[config.mk]
export PLATFORM = sky130hd
export DESIGN_NAME = twophase_strobe_gen
export DESIGN_NICKNAME = d
export VERILOG_FILES = /design/src/rtl/tpc_pkg.sv /design/src/rtl/tpc_gray_seq.sv /design/src/rtl/tpc_phase_decode.sv /design/src/rtl/tpc_two_rank.sv /design/src/rtl/twophase_strobe_gen.sv
export SDC_FILE = /design/constraint.sdc
export NUM_CORES = 1
export LEC_CHECK = 0
export BUFFER_PORTS_ARGS = -buffer_cell sky130_fd_sc_hd__clkbuf_2
export CORE_MARGIN = 2
export CORE_UTILIZATION = 43
export DETAILED_ROUTE_END_ITERATION = 6
export PLACE_DENSITY = 0.69
export SYNTH_ARGS = -nofsm -noshare
export SYNTH_HDL_FRONTEND = slang
export SYNTH_SLANG_ARGS = --single-unit
export TNS_END_PERCENT = 20
[constraint.sdc]
create_clock -name clk_i -period 1.7 [get_ports clk_i]
set_input_delay 0.085 -clock clk_i [delete_from_list [all_inputs] [get_ports clk_i]]
set_output_delay 0.085 -clock clk_i [all_outputs]
set_load 0.02 [all_outputs]
[src/rtl/tpc_pkg.sv]
package tpc_pkg;
  localparam int SEQ_W    = 4;
  localparam int NSTEPS   = 1 << SEQ_W;
  localparam int STEP_UPD = NSTEPS / 2;

  typedef logic [SEQ_W-1:0] gray_t;

  function automatic gray_t to_gray(input logic [SEQ_W-1:0] b);
    return b ^ (b >> 1);
  endfunction

  function automatic logic [SEQ_W-1:0] from_gray(input gray_t g);
    logic [SEQ_W-1:0] b;
    b[SEQ_W-1] = g[SEQ_W-1];
    for (int i = SEQ_W - 2; i >= 0; i--) begin
      b[i] = b[i+1] ^ g[i];
    end
    return b;
  endfunction
endpackage

[src/rtl/tpc_gray_seq.sv]
module tpc_gray_seq
  import tpc_pkg::*;
(
  input  logic  clk_i,
  input  logic  rst_i,
  output gray_t seq_q,
  output gray_t seq_nxt
);
  logic [SEQ_W-1:0] bin_cur;

  always_comb begin
    bin_cur = from_gray(seq_q);
    seq_nxt = to_gray(bin_cur + 1'b1);
  end

  always_ff @(posedge clk_i) begin
    if (rst_i) seq_q <= '0;
    else       seq_q <= seq_nxt;
  end
endmodule

[src/rtl/tpc_phase_decode.sv]
module tpc_phase_decode
  import tpc_pkg::*;
(
  input  logic  clk_i,
  input  logic  rst_i,
  input  gray_t seq_nxt,
  output logic  strobe_q,
  output logic  ph1_q,
  output logic  ph2_q,
  output logic  upd_q
);
  logic strobe_d, ph1_d, ph2_d, upd_d;
  logic g3, g2, g1, g0;

  // Decode the state being entered, then register it.
  // A glitch in the decode therefore never reaches an output pin.
  always_comb begin
    {g3, g2, g1, g0} = seq_nxt;
    // Low only for x100 (steps 7 and 8). g3 is absent, so the MSB toggle
    // between those steps cannot open a gap.
    strobe_d = ~g2 | g1 | g0;
    ph1_d    = ~g3 & (g1 | g0);
    ph2_d    =  g3 & (g1 | g0);
    upd_d    =  g3 & g2 & ~g1 & ~g0;
  end

  always_ff @(posedge clk_i) begin
    if (rst_i) begin
      strobe_q <= 1'b1;
      ph1_q    <= 1'b0;
      ph2_q    <= 1'b0;
      upd_q    <= 1'b0;
    end else begin
      strobe_q <= strobe_d;
      ph1_q    <= ph1_d;
      ph2_q    <= ph2_d;
      upd_q    <= upd_d;
    end
  end
endmodule

[src/rtl/tpc_two_rank.sv]
module tpc_two_rank
  import tpc_pkg::*;
#(
  parameter int DATA_W    = 4,
  parameter int CAPT_STEP = 4
) (
  input  logic              clk_i,
  input  logic              rst_i,
  input  gray_t             seq_q,
  input  logic [DATA_W-1:0] d_i,
  output logic [DATA_W-1:0] stable_q
);
  localparam gray_t CAPT_CODE = to_gray(SEQ_W'(CAPT_STEP));
  localparam gray_t XFER_CODE = to_gray(SEQ_W'(STEP_UPD - 1));

  logic              cap_en, xfer_en;
  logic [DATA_W-1:0] master_q;

  assign cap_en  = (seq_q == CAPT_CODE);
  assign xfer_en = (seq_q == XFER_CODE);

  for (genvar b = 0; b < DATA_W; b++) begin : g_bit
    always_ff @(posedge clk_i) begin
      if (rst_i) begin
        master_q[b] <= 1'b0;
        stable_q[b] <= 1'b0;
      end else begin
        if (cap_en)  master_q[b] <= d_i[b];
        if (xfer_en) stable_q[b] <= master_q[b];
      end
    end
  end
endmodule

[src/rtl/twophase_strobe_gen.sv]
module twophase_strobe_gen
  import tpc_pkg::*;
#(
  parameter int DATA_W    = 4,
  parameter int CAPT_STEP = 4
) (
  input  logic              clk_i,
  input  logic              rst_i,
  input  logic [DATA_W-1:0] next_state_i,
  output logic [3:0]        phase_gray_o,
  output logic              phi1_o,
  output logic              phi2_o,
  output logic              strobe_o,
  output logic              update_o,
  output logic [DATA_W-1:0] state_o
);
  gray_t seq_q, seq_nxt;

  tpc_gray_seq u_seq (
    .clk_i   (clk_i),
    .rst_i   (rst_i),
    .seq_q   (seq_q),
    .seq_nxt (seq_nxt)
  );

  tpc_phase_decode u_dec (
    .clk_i    (clk_i),
    .rst_i    (rst_i),
    .seq_nxt  (seq_nxt),
    .strobe_q (strobe_o),
    .ph1_q    (phi1_o),
    .ph2_q    (phi2_o),
    .upd_q    (update_o)
  );

  tpc_two_rank #(.DATA_W(DATA_W), .CAPT_STEP(CAPT_STEP)) u_rank (
    .clk_i    (clk_i),
    .rst_i    (rst_i),
    .seq_q    (seq_q),
    .d_i      (next_state_i),
    .stable_q (state_o)
  );

  assign phase_gray_o = seq_q;
endmodule

# --- Word-level counts from Yosys, hierarchy flattened ---
# Index checks and enable logic that the tools add are counted.
word_totals:
  regBits: 16
  inputBits: 6
  output_inout_bits: 12
  word_cells: 32
classes:
  addsub: 1
  n_eq_ne: 2
  n_bitwise: 16
ops:
  columns: ["operator", "count"]
  rows:
  - ["$eq A4 B3 Y1 const B", 2]
  - ["$and A1 B1 Y1", 5]
  - ["$add A4 B1 Y4 const B", 1]
  - ["$not A1 Y1", 4]
  - ["$xor A4 B3 Y4", 1]
  - ["$or A1 B1 Y1", 3]
  - ["$xor A1 B1 Y1", 3]

# --- Depth between registers and ports, before layout ---
# Gate-level depths: netlist of the first run.
logic_depth:
  ltp_word: 8
  depth_mapped: 8

# --- By module ---
# Synthesis of the first run repeated with hierarchy kept, for this count alone.
hier_totals:
  cells_unflattened: 69
  area_unflattened_um2: 726.9
by_module_without_submodules:
  columns: ["mod", "instances", "cells_each", "area_per_inst_um2"]
  rows:
  - ["tpc_two_rank", 1, 32, 357.8]
  - ["tpc_gray_seq", 1, 28, 252.7]
  - ["tpc_phase_decode", 1, 9, 116.4]

# --- Least setup slack after synthesis of the first run ---
# Ideal clock, no wire load.
synth_timing:
  path_type: "flip-flop to flip-flop"
  from: "register u_seq.seq_q[3]"
  to: "register u_seq.seq_q[2]"
  arrival_ns: 1.961
  slack_ns: -0.326
  path_stages_with_launch: 9
  period_less_slack_ns: 2.026
  cell_sequence: "dfxtp_1 > inv_1 > ha_1 > inv_1 > ha_1 > xnor2_1 > nand2_2 > xnor3_1 > nor2_1"
synth_via:
  elab_chain_cells: 5
synth_rtl:
  columns: ["item", "line_no", "rtl"]
  rows:
  - ["start, declared", "tpc_gray_seq.sv:6", "output gray_t seq_q,"]
  - ["start signal, assigned", "tpc_gray_seq.sv:18", "else seq_q <= seq_nxt;"]
  - ["$xor A1 B1 Y1 (3 in series)", "tpc_pkg.sv:16", "b[i] = b[i+1] ^ g[i];"]
  - ["$add A4 B1 Y4 *", "tpc_gray_seq.sv:13", "seq_nxt = to_gray(bin_cur + 1'b1);"]
  - ["$xor A4 B3 Y4 *", "tpc_pkg.sv:9", "return b ^ (b >> 1);"]
# Every way passes the cells marked *; elsewhere a longest branch is shown, timed or not.
# A chain may end at the register's enable or synchronous reset.

# --- Worst setup path in the final report of the first run ---
layout_timing:
  from: "register u_seq.seq_q[3]"
  to: "register u_dec.strobe_q"
layout_via:
  elab_chain_cells: 8
layout_rtl:
  columns: ["item", "line_no", "rtl"]
  rows:
  - ["$xor A1 B1 Y1 (3 in series)", "tpc_pkg.sv:16", null]
  - ["$add A4 B1 Y4 *", "tpc_gray_seq.sv:13", null]
  - ["$xor A4 B3 Y4 *", "tpc_pkg.sv:9", null]
  - ["$not A1 Y1", "tpc_phase_decode.sv:21", "strobe_d = ~g2 | g1 | g0;"]
  - ["$or A1 B1 Y1", "tpc_phase_decode.sv:21", null]
  - ["$or A1 B1 Y1 *", "tpc_phase_decode.sv:21", null]
  - ["end signal, assigned", "tpc_phase_decode.sv:34", "strobe_q <= strobe_d;"]
  - ["end, declared", "tpc_phase_decode.sv:7", "output logic strobe_q,"]
# Marked as above.

==> results_dict.tcl, run 1 <==
set metrics [dict create \
    r2r_slack_ps 70 \
    cts_hold_buf 0 \
    dpl.hpwl_um 777 \
    slew_headroom_pct 79.3 \
    grt_pass1_wl_mm 1.65 \
    instances_no_fill 97 \
    fill_cells 118 \
    yosysSeqAreaShare_pct 51.0 \
    cts_tree "done" \
    syn_to_final_growth_pct 28.7 \
    required_ps 1870 \
    core_sq_um 1330 \
    r2r-end "u_dec.strobe_q$_SDFF_PP1_" \
    fin_tns_setup_ps 0 \
    cp_num_cells 8 \
    critical-path-slowest-cell "dfxtp_4" \
    crit_path_frequent_cell "ha_4" \
    hold_violations 0 \
    fin_area_sq_um 808 \
    ys_warn_count 0 \
    die_x_um 42.2 \
    route.detailed.drc 0 \
    die_height_um 42.2 \
    post_cts_buffers 0 \
    ioPinCount 18 \
    antenna_found_initial 0 \
    worstPathMaxFanout 3 \
    tightestPinTransition_ps 311 \
    synth_area_leaders "dfxtp_1 (51%), mux2i_1 (14%), nor2_1 (7.2%)" \
    worst-setup-path-type "flip-flop to flip-flop" \
    worstSetupEndpointType "flip-flop" \
    drtAntennaViolNets 0 \
    path_cells "inv_4 -> ha_4 -> inv_1 -> ha_4 -> xnor2_1 -> nor3_1 -> a31oi_1 -> or3_1" \
    initial_core_util_pct 47.1 \
    routabilityCongestion 0.688 \
    clkTransAtPathRegs_ps 90 \
    clockBufferDepth 2 \
    grt_overflow 0 \
    synthesis.nets 68 \
    netlist.area_leader.share_pct 51.0 \
    numCtsBuffers 3 \
    grt_max_degree 17 \
    rr_worst_depth 8 \
    viasPerCell 4.84 \
    post-route-util_pct 60.6 \
    placed_cell_area_sq_um 782 \
    wirelength_mm 1.01 \
    p_leak_uw 0.000381 \
    slowest_delay_ps 360 \
    grt_usage_pct 12.4 \
    rsz0062_at_grt "yes" \
    cp_top_family "simple AND/OR/NAND/NOR gates" \
    worst-path-buf-inv 2 \
    slew_violations 0 \
    first_pass_iters 4 \
    finalSetupViolCount 0 \
    synthDistinctLibCells 19 \
    drtIter0Drc 4 \
    post_cts_resized 0 \
    antenna_cells 0 \
    post-synth-top-count-cell "dfxtp_1" \
    die-area_sq_um 1780 \
    cts.sinks 16 \
    yosysTopAreaCell "dfxtp_1" \
    maxCapViolations 0 \
    fin_skew_ps 7.75 \
    num_vias 469 \
    synth-edff-count 0 \
    htreeDepth 1 \
    startpoint "u_seq.seq_q[3]$_SDFF_PP0_" \
    rows 13 \
    worstPathArrival_ps 1800 \
    ir_drop_mv 0.960 \
    synthArstFlopShare_pct 0 \
    pwr_density_cell_nw_per_um2 1820 \
    wl_per_cell_um 10.4 \
    r2r-start "u_seq.seq_q[3]$_SDFF_PP0_" \
    total_power_uw 1470 \
    endpoint "u_dec.strobe_q$_SDFF_PP1_" \
    status "completed" \
    layout_worst_path_cycle_share_pct 96.0 \
    min_period_ps 1630 \
    worst_setup_path_start_kind "flip-flop" \
    final_nets 91 \
    netlist_area_sq_um 628 \
    hp-class "primary input to flip-flop" \
    port_buffers 17 \
    ys_ff_latch 16 \
    first_global_vias 385 \
    drive_above_1_share_pct 37.8 \
    synthFlopType "dfxtp_1" \
    place_inst 93 \
    cts_root_buf "clkbuf_4" \
    max_freq_ghz 0.613 \
    synthCells 60 \
    syn_area_per_cell_sq_um 10.5 \
    clkLatencyLatePin_ps 280 \
    netlist_top_cells_count "dfxtp_1 (16), nor2_1 (12), mux2i_1 (9)" \
]
==> cell type report <==
class | count | area [sq um] | area share (%)
Clock buffer | 4 | 26.3 | 3.25
Inverter | 3 | 13.8 | 1.70
Multi-Input combinational cell | 38 | 309 | 38.2
Sequential cell | 16 | 325 | 40.2
Tap cell | 15 | 18.8 | 2.32
Timing Repair Buffer | 21 | 115 | 14.2
==> metal layers <==
layer  up-vias  track usage (%)  share of wire, %
li1        244                -                 -
met1       211             17.4                49
met2        12             17.2                46
met3         2             5.17               5.1
met4         0             3.75              0.59
met5         -                0                 0
==> per-stage QoR <==
step | setup WS [ps] | hold slack, ps
floorplan | 8.25 | 156
CTS | 7.19 | 25.7
finish | 68.2 | 31.3
detailed placement | 31.7 | 324
global route | -41.1 | 31.8
global placement | 74.7 | 317
==> cells in the final DEF (no fill, tap or decap), types with 2 or more instances in the layout <==
master and n:
dfxtp_1 14, xnor2_1 2, clkbuf_4 3, nor2_1 12, buf_4 4, nor3_1 3, ha_4 2, clkbuf_2 17
mux2i_1 9, inv_1 2
==> how the worst min path moves through the flow <==
stage,end,slack [ps],cells after the start,startpoint
6_report,u_rank.master_q[1]$_SDFFE_PP0N_,30,3,next_state_i[1]
5_1_grt,u_rank.master_q[1]$_SDFFE_PP0N_,30,3,next_state_i[1]
4_1_cts,u_rank.master_q[1]$_SDFFE_PP0N_,30,3,next_state_i[1]
3_5_place_dp,u_rank.master_q[1]$_SDFFE_PP0N_,320,3,next_state_i[1]
3_3_place_gp,u_rank.master_q[1]$_SDFFE_PP0N_,320,3,next_state_i[1]
2_1_floorplan,u_dec.ph1_q$_SDFF_PP0_,160,1,rst_i
==> worst reg2reg max path: stages (launching register included) <==
cell and delay, ps:
dfxtp_4 360, inv_4 40, ha_4 260, inv_1 70, ha_4 160, xnor2_1 130
nor3_1 140, a31oi_1 60, or3_1 310
==> sequential cells by signal, indices dropped and copies added (netlist names) <==
register	count
u_seq.seq_q	4
u_dec.ph2_q	1
u_rank.master_q	4
u_rank.stable_q	4
u_dec.upd_q	1
u_dec.ph1_q	1
u_dec.strobe_q	1
==> power breakdown <==
group | internal [uW] | total, uW | switching, uW | leakage [uW]
Clock | 91.0 | 198 | 107 | 0.0000150
Combinational | 410 | 758 | 349 | 0.000235
Sequential | 447 | 515 | 67.8 | 0.000131
Total | 948 | 1470 | 524 | 0.000381
==> kinds of logic after synthesis <==
logic type               synth area share, %
AND/OR/NAND/NOR                         16.1
flip-flops                              51.0
multiplexers                            14.3
buffers and inverters                   4.98
XOR/XNOR                                7.77
AO/OA/AOI/OAI                           1.79
adder cells (fa/ha/maj)                 3.98
Power figures use the tool's default switching activity.
==> run 2: changes to the inputs <==
- CORE_UTILIZATION: 43 -> 45
- PLACE_DENSITY: 0.69 -> 0.7
- SYNTH_HIERARCHICAL: default -> 1
==> run 2 against run 1 <==
Sequential power is 1% higher. Final cell count increased by 11%. Critical path depth is 2 lower. Largest power group unchanged. Largest cell class is now multi-input gates.
==> results_dict.tcl, run 2 <==
set metrics [dict create \
    initial_core_util_pct 48.3 \
    layout_worst_path_cycle_share_pct 94.1 \
    r2r_slack_ps 100 \
    core_sq_um 1510 \
    max_freq_ghz 0.625 \
    hold_violations 0 \
    num_vias 564 \
    synthArstFlopShare_pct 0 \
    ys_warn_count 6 \
    numCtsBuffers 3 \
    die-area_sq_um 1950 \
    grt_overflow 0 \
    slew_violations 0 \
    grt_pass1_wl_mm 2.44 \
    yosysSeqAreaShare_pct 44.1 \
    final_cell_mix "clkbuf_2 (17), dfxtp_1 (14), nand2b_1 (12)" \
    clkLatencyLatePin_ps 290 \
    final_nets 100 \
    cts_tree "done" \
    worst_setup_path_start_kind "flip-flop" \
    clockBufferDepth 2 \
    maxCapViolations 0 \
    worstPathMaxFanout 3 \
    wirelength_mm 1.43 \
    synthFlopType "dfxtp_1" \
    slew_headroom_pct 70.5 \
    rsz0062_at_grt "no" \
    cts_hold_buf 0 \
    status "completed" \
    wl_per_cell_um 13.3 \
    hp-class "primary input to flip-flop" \
    post-synth-top-count-cell "dfxtp_1" \
    antenna_cells 0 \
    htreeDepth 1 \
    finalSetupViolCount 0 \
    yosysTopAreaCell "dfxtp_1" \
    p_leak_uw 0.000389 \
    worst-setup-path-type "flip-flop to flip-flop" \
    required_ps 1940 \
    viasPerCell 5.22 \
    tightestPinTransition_ps 442 \
    drive_above_1_share_pct 43.5 \
    ys_ff_latch 16 \
    die_x_um 44.2 \
    dpl.hpwl_um 999 \
    ioPinCount 18 \
    drtAntennaViolNets 0 \
    cts_root_buf "clkbuf_4" \
    fin_area_sq_um 941 \
    rows 14 \
    reg.largest.list "u_rank/master_q x4, u_rank/stable_q x4, u_seq/seq_q x4" \
    route.detailed.drc 0 \
    worstSetupEndpointType "flip-flop" \
    netlist.area_leader.share_pct 44.1 \
    port_buffers 17 \
    synthDistinctLibCells 27 \
    fill_cells 130 \
    grt_max_degree 22 \
    syn_to_final_growth_pct 29.4 \
    syn_area_per_cell_sq_um 10.5 \
    first_pass_iters 4 \
    antenna_found_initial 0 \
    cts.sinks 16 \
    synthCells 69 \
    routabilityCongestion 0.812 \
    die_height_um 44.2 \
    synthesis.nets 76 \
    first_global_vias 557 \
    netlist_top_cells_count "dfxtp_1 (16), nand2b_1 (12), mux2i_1 (8), nor2b_1 (4)" \
    clkTransAtPathRegs_ps 100 \
    ir_drop_mv 1.16 \
    grt_usage_pct 17.4 \
    synth_area_leaders "dfxtp_1 (44%), mux2i_1 (11%), nand2b_1 (10%)" \
    pwr_density_cell_nw_per_um2 1890 \
    min_period_ps 1600 \
    worstPathArrival_ps 1840 \
    placed_cell_area_sq_um 861 \
    drtIter0Drc 8 \
    synth-edff-count 0 \
    final_common_cell "clkbuf_2" \
    fin_skew_ps 9.56 \
    netlist_area_sq_um 727 \
    fin_hold_ws_ps 28.3 \
    post-route-util_pct 62.5 \
]
-- run 2: cell count changes after synthesis, moves of 2 or more --
| cell | previous run | this run |
|---|---|---|
| mux2_2 | 0 | 2 |
| nor2b_1 | 1 | 4 |
| nor3_1 | 3 | 1 |
| nor2_1 | 12 | 1 |
| buf_2 | 0 | 2 |
| nand2b_1 | 0 | 12 |
-- run 2: critical path: stages (launching register included) --
cell,delay (ps)
dfxtp_4,360
xnor2_2,180
inv_2,60
ha_4,230
a311o_1,370
a21oi_2,160
and4b_1,200
-- run 2: where the power goes --
group,internal (uW),switching (uW)
Sequential,451,70.2
Clock,130,122
Combinational,480,522
-- run 2: final timing paths --
check                                        from                              end  depth (start not counted)
setup reg to reg        u_seq/seq_q[3]$_SDFF_PP0_           u_dec/upd_q$_SDFF_PP0_                          6
hold reg to reg   u_rank/stable_q[2]$_SDFFE_PP0N_  u_rank/stable_q[2]$_SDFFE_PP0N_                          2
hold / removal                    next_state_i[0]  u_rank/master_q[0]$_SDFFE_PP0N_                          3
setup / recovery        u_seq/seq_q[3]$_SDFF_PP0_           u_dec/upd_q$_SDFF_PP0_                          6
-- run 2: per-stage QoR --
| stage | std cells | setup WS [ps] | setup TNS [ps] | power, uW |
|---|---|---|---|---|
| 4_1_cts | 108 | -2.49 | -2.49 | 1650 |
| 5_1_grt | 108 | 17.5 | 0 | 1880 |
| 2_1_floorplan | 69 | 16.1 | 0 | 1100 |
| 3_3_place_gp | 104 | 51.2 | 0 | 1320 |
| 3_5_place_dp | 104 | -2.31 | -2.42 | 1360 |
| 6_report | 108 | 101 | 0 | 1770 |
-- run 2: final cells by class --
cell class              count  area (sq um)  area share [%]
multi-input cells          47           425            45.2
flip-flops and latches     16           325            34.6
repair buffers             22           123            13.0
clock buffers               4          36.3            3.86
well taps                  16          20.0            2.13
inverters                   3          11.3            1.20
-- run 2: logic make-up after synthesis --
logic type / after synthesis / share of synthesized area [%]
and+or+nand+nor: 27 / 26.0
DFF: 16 / 44.1
muxes: 10 / 14.1
buffers and inverters: 6 / 3.44
AOI/OAI and AO/OA: 5 / 5.85
xor gates and xnor gates: 4 / 4.82
adders and majority gates: 1 / 1.72
-- run 2: layer usage --
layer  global-route usage, %  vias to the layer above  part of all wire (%)
li1                        -                      284                     -
met5                       0                        -                     0
met4                    8.48                        0                     0
met3                    4.08                        0                   3.8
met2                    29.7                       14                    50
met1                    20.4                      266                    47
-- run 2: repair_timing --
action / in CTS / in global routing
resized for setup: 2 / 5
endpoints found under the hold margin: 0 / 0
pin swaps: 0 / 4
setup buffers: 0 / 0
endpoints found under the setup margin: 2 / 5
==> run 3: changes to the inputs <==
- RECOVER_POWER: default -> 50
==> run 3 against run 2 <==
Via count is 0.18% lower. Clock skew barely moved. Sequential power about the same. Die area unchanged. Largest power group unchanged. Register-to-register slack is essentially flat. Critical path depth did not move. Clock power hardly changed. Critical endpoint unchanged. Highest routed layer is now met4.
==> results_dict.tcl, run 3 (same netlist as run 2, synthesis figures left out) <==
set metrics [dict create \
    hold_violations 0 \
    swShare_pct 40.6 \
    cts_root_buf "clkbuf_4" \
    final_common_cell "dfxtp_1" \
    holdPathStages 3 \
    die_height_um 44.2 \
    r2r_slack_ps 100 \
    seq_power_share_pct 29.6 \
    rr_worst_depth 6 \
    required_ps 1940 \
    reg.largest.list "u_rank/master_q x4, u_rank/stable_q x4, u_seq/seq_q x4" \
    worstPathMaxFanout 3 \
    hold_start "next_state_i[0]" \
    core_sq_um 1510 \
    num_vias 563 \
    p_int_uw 1040 \
    htreeDepth 1 \
    max_freq_ghz 0.625 \
    placed_cell_area_sq_um 861 \
    wl_per_cell_um 13.3 \
    switchingPower_uw 713 \
    first_global_vias 557 \
    slew_violations 0 \
    drtIter0Drc 8 \
    p_leak_uw 0.000350 \
    rows 14 \
    min_period_ps 1600 \
    antenna_cells 0 \
    maxCapViolations 0 \
    r2r-end "u_dec/upd_q$_SDFF_PP0_" \
    grt_pass1_wl_mm 2.44 \
    ioPinCount 18 \
    final_nets 100 \
    r2r-start "u_seq/seq_q[3]$_SDFF_PP0_" \
    combPwrFrac_pct 56.0 \
    routabilityCongestion 0.812 \
    fill_cells 138 \
    initial_core_util_pct 48.3 \
    port_buffers 17 \
    cts.sinks 16 \
    finalSetupViolCount 0 \
    drive_above_1_share_pct 30.4 \
    grt_overflow 0 \
    clkPwrFrac_pct 14.4 \
    grt_usage_pct 17.4 \
    drtAntennaViolNets 0 \
    final_cell_mix "dfxtp_1 (14), clkbuf_1 (12), nand2b_1 (12)" \
    tightestPinTransition_ps 443 \
    rsz0062_at_grt "no" \
    cp_top_family "compound AO/OA/AOI/OAI gates" \
    route.detailed.drc 0 \
    first_pass_iters 4 \
    layout_worst_path_cycle_share_pct 94.1 \
    die-area_sq_um 1950 \
    hp-class "primary input to flip-flop" \
    clkLatencyLatePin_ps 290 \
    holdPathEnd "u_rank/master_q[0]$_SDFFE_PP0N_" \
    worstPathArrival_ps 1840 \
    fin_tns_setup_ps 0 \
    antenna_found_initial 0 \
    ir_drop_mv 1.14 \
    worst-path-buf-inv 1 \
    place_inst 104 \
    grt_max_degree 22 \
    syn_to_final_growth_pct 27.4 \
    fin_skew_ps 9.34 \
    die_x_um 44.2 \
    pwr_density_cell_nw_per_um2 1900 \
    clockBufferDepth 2 \
    dpl.hpwl_um 999 \
    worstSetupEndpointType "flip-flop" \
    wirelength_mm 1.43 \
    viasPerCell 5.21 \
    cts_tree "done" \
    status "completed" \
    worst_setup_path_start_kind "flip-flop" \
    critical-path-slowest-cell "a311o_1" \
    instances_no_fill 108 \
    worst-setup-path-type "flip-flop to flip-flop" \
    numCtsBuffers 3 \
    fin_area_sq_um 926 \
    slowest_delay_ps 370 \
    path_cells "xnor2_2 -> inv_2 -> ha_4 -> a311o_1 -> a21oi_2 -> and4b_1" \
    slew_headroom_pct 70.4 \
    clkTransAtPathRegs_ps 100 \
]
run 3: cell count changes in the layout (fill, tap and decap cells not counted):
cell	delta
clkbuf_2	-12
clkbuf_1	+12
run 3: per-layer routing:
metal	track usage, %	share of wire, %	vias up
li1	-	-	284
met1	20.4	45	261
met2	29.7	50	16
met3	4.08	4.4	2
met4	8.48	0.70	0
met5	0	0	-
run 3: final cells by class:
class	instances	area [sq um]	area share, %
Tap cell	16	20.0	2.16
Inverter	3	11.3	1.22
Clock buffer	4	36.3	3.92
Timing Repair Buffer	22	108	11.6
Multi-Input combinational cell	47	425	45.9
Sequential cell	16	325	35.1
run 3: power by group through the flow:
stage / Sequential (uW) / Combinational [uW] / Clock, uW
global route: 532 / 1060 / 275
finish: 521 / 984 / 253
global placement: 518 / 805 / 0
floorplan: 615 / 486 / 0
detailed placement: 521 / 839 / 0
CTS: 512 / 883 / 259
run 3: what timing repair did:
item,in CTS,in global routing
setup buffers,0,0
pin swaps,0,4
resized for setup,2,5
endpoints found under the setup margin,2,5
hold buffers,0,0
cloned,0,0
run 3: how the worst max path moves through the flow:
stage                                   start                      to  slack (ps)  cells after the start
floorplan           u_seq/seq_q[1]$_SDFF_PP0_  u_dec/upd_q$_SDFF_PP0_          20                      5
global placement    u_seq/seq_q[3]$_SDFF_PP0_  u_dec/upd_q$_SDFF_PP0_          50                      6
detailed placement  u_seq/seq_q[3]$_SDFF_PP0_  u_dec/upd_q$_SDFF_PP0_          -2                      7
CTS                 u_seq/seq_q[3]$_SDFF_PP0_  u_dec/upd_q$_SDFF_PP0_          -2                      6
global route        u_seq/seq_q[3]$_SDFF_PP0_  u_dec/upd_q$_SDFF_PP0_          20                      6
finish              u_seq/seq_q[3]$_SDFF_PP0_  u_dec/upd_q$_SDFF_PP0_         100                      6
run 3: worst reg2reg max path, delay by kind of cell (launching register included):
kind,cells,cell delay [ps]
AO/OA/AOI/OAI,2,530
XOR/XNOR,1,180
adder cells (fa/ha/maj),1,230
AND/OR/NAND/NOR,1,200
flip-flops,1,360
buffers and inverters,1,60
run 3: metrics by stage:
| step | util, % | hold slack (ps) | power (uW) | worst slack, ps |
|---|---|---|---|---|
| 2_1_floorplan | - | 151 | 1100 | 16.1 |
| 3_3_place_gp | 57.1 | 333 | 1320 | 51.2 |
| 3_5_place_dp | 57.1 | 341 | 1360 | -2.31 |
| 4_1_cts | 60.3 | 26.7 | 1650 | -2.49 |
| 5_1_grt | 61.5 | 38.0 | 1870 | 17.5 |
| 6_report | 61.5 | 26.9 | 1760 | 100 |
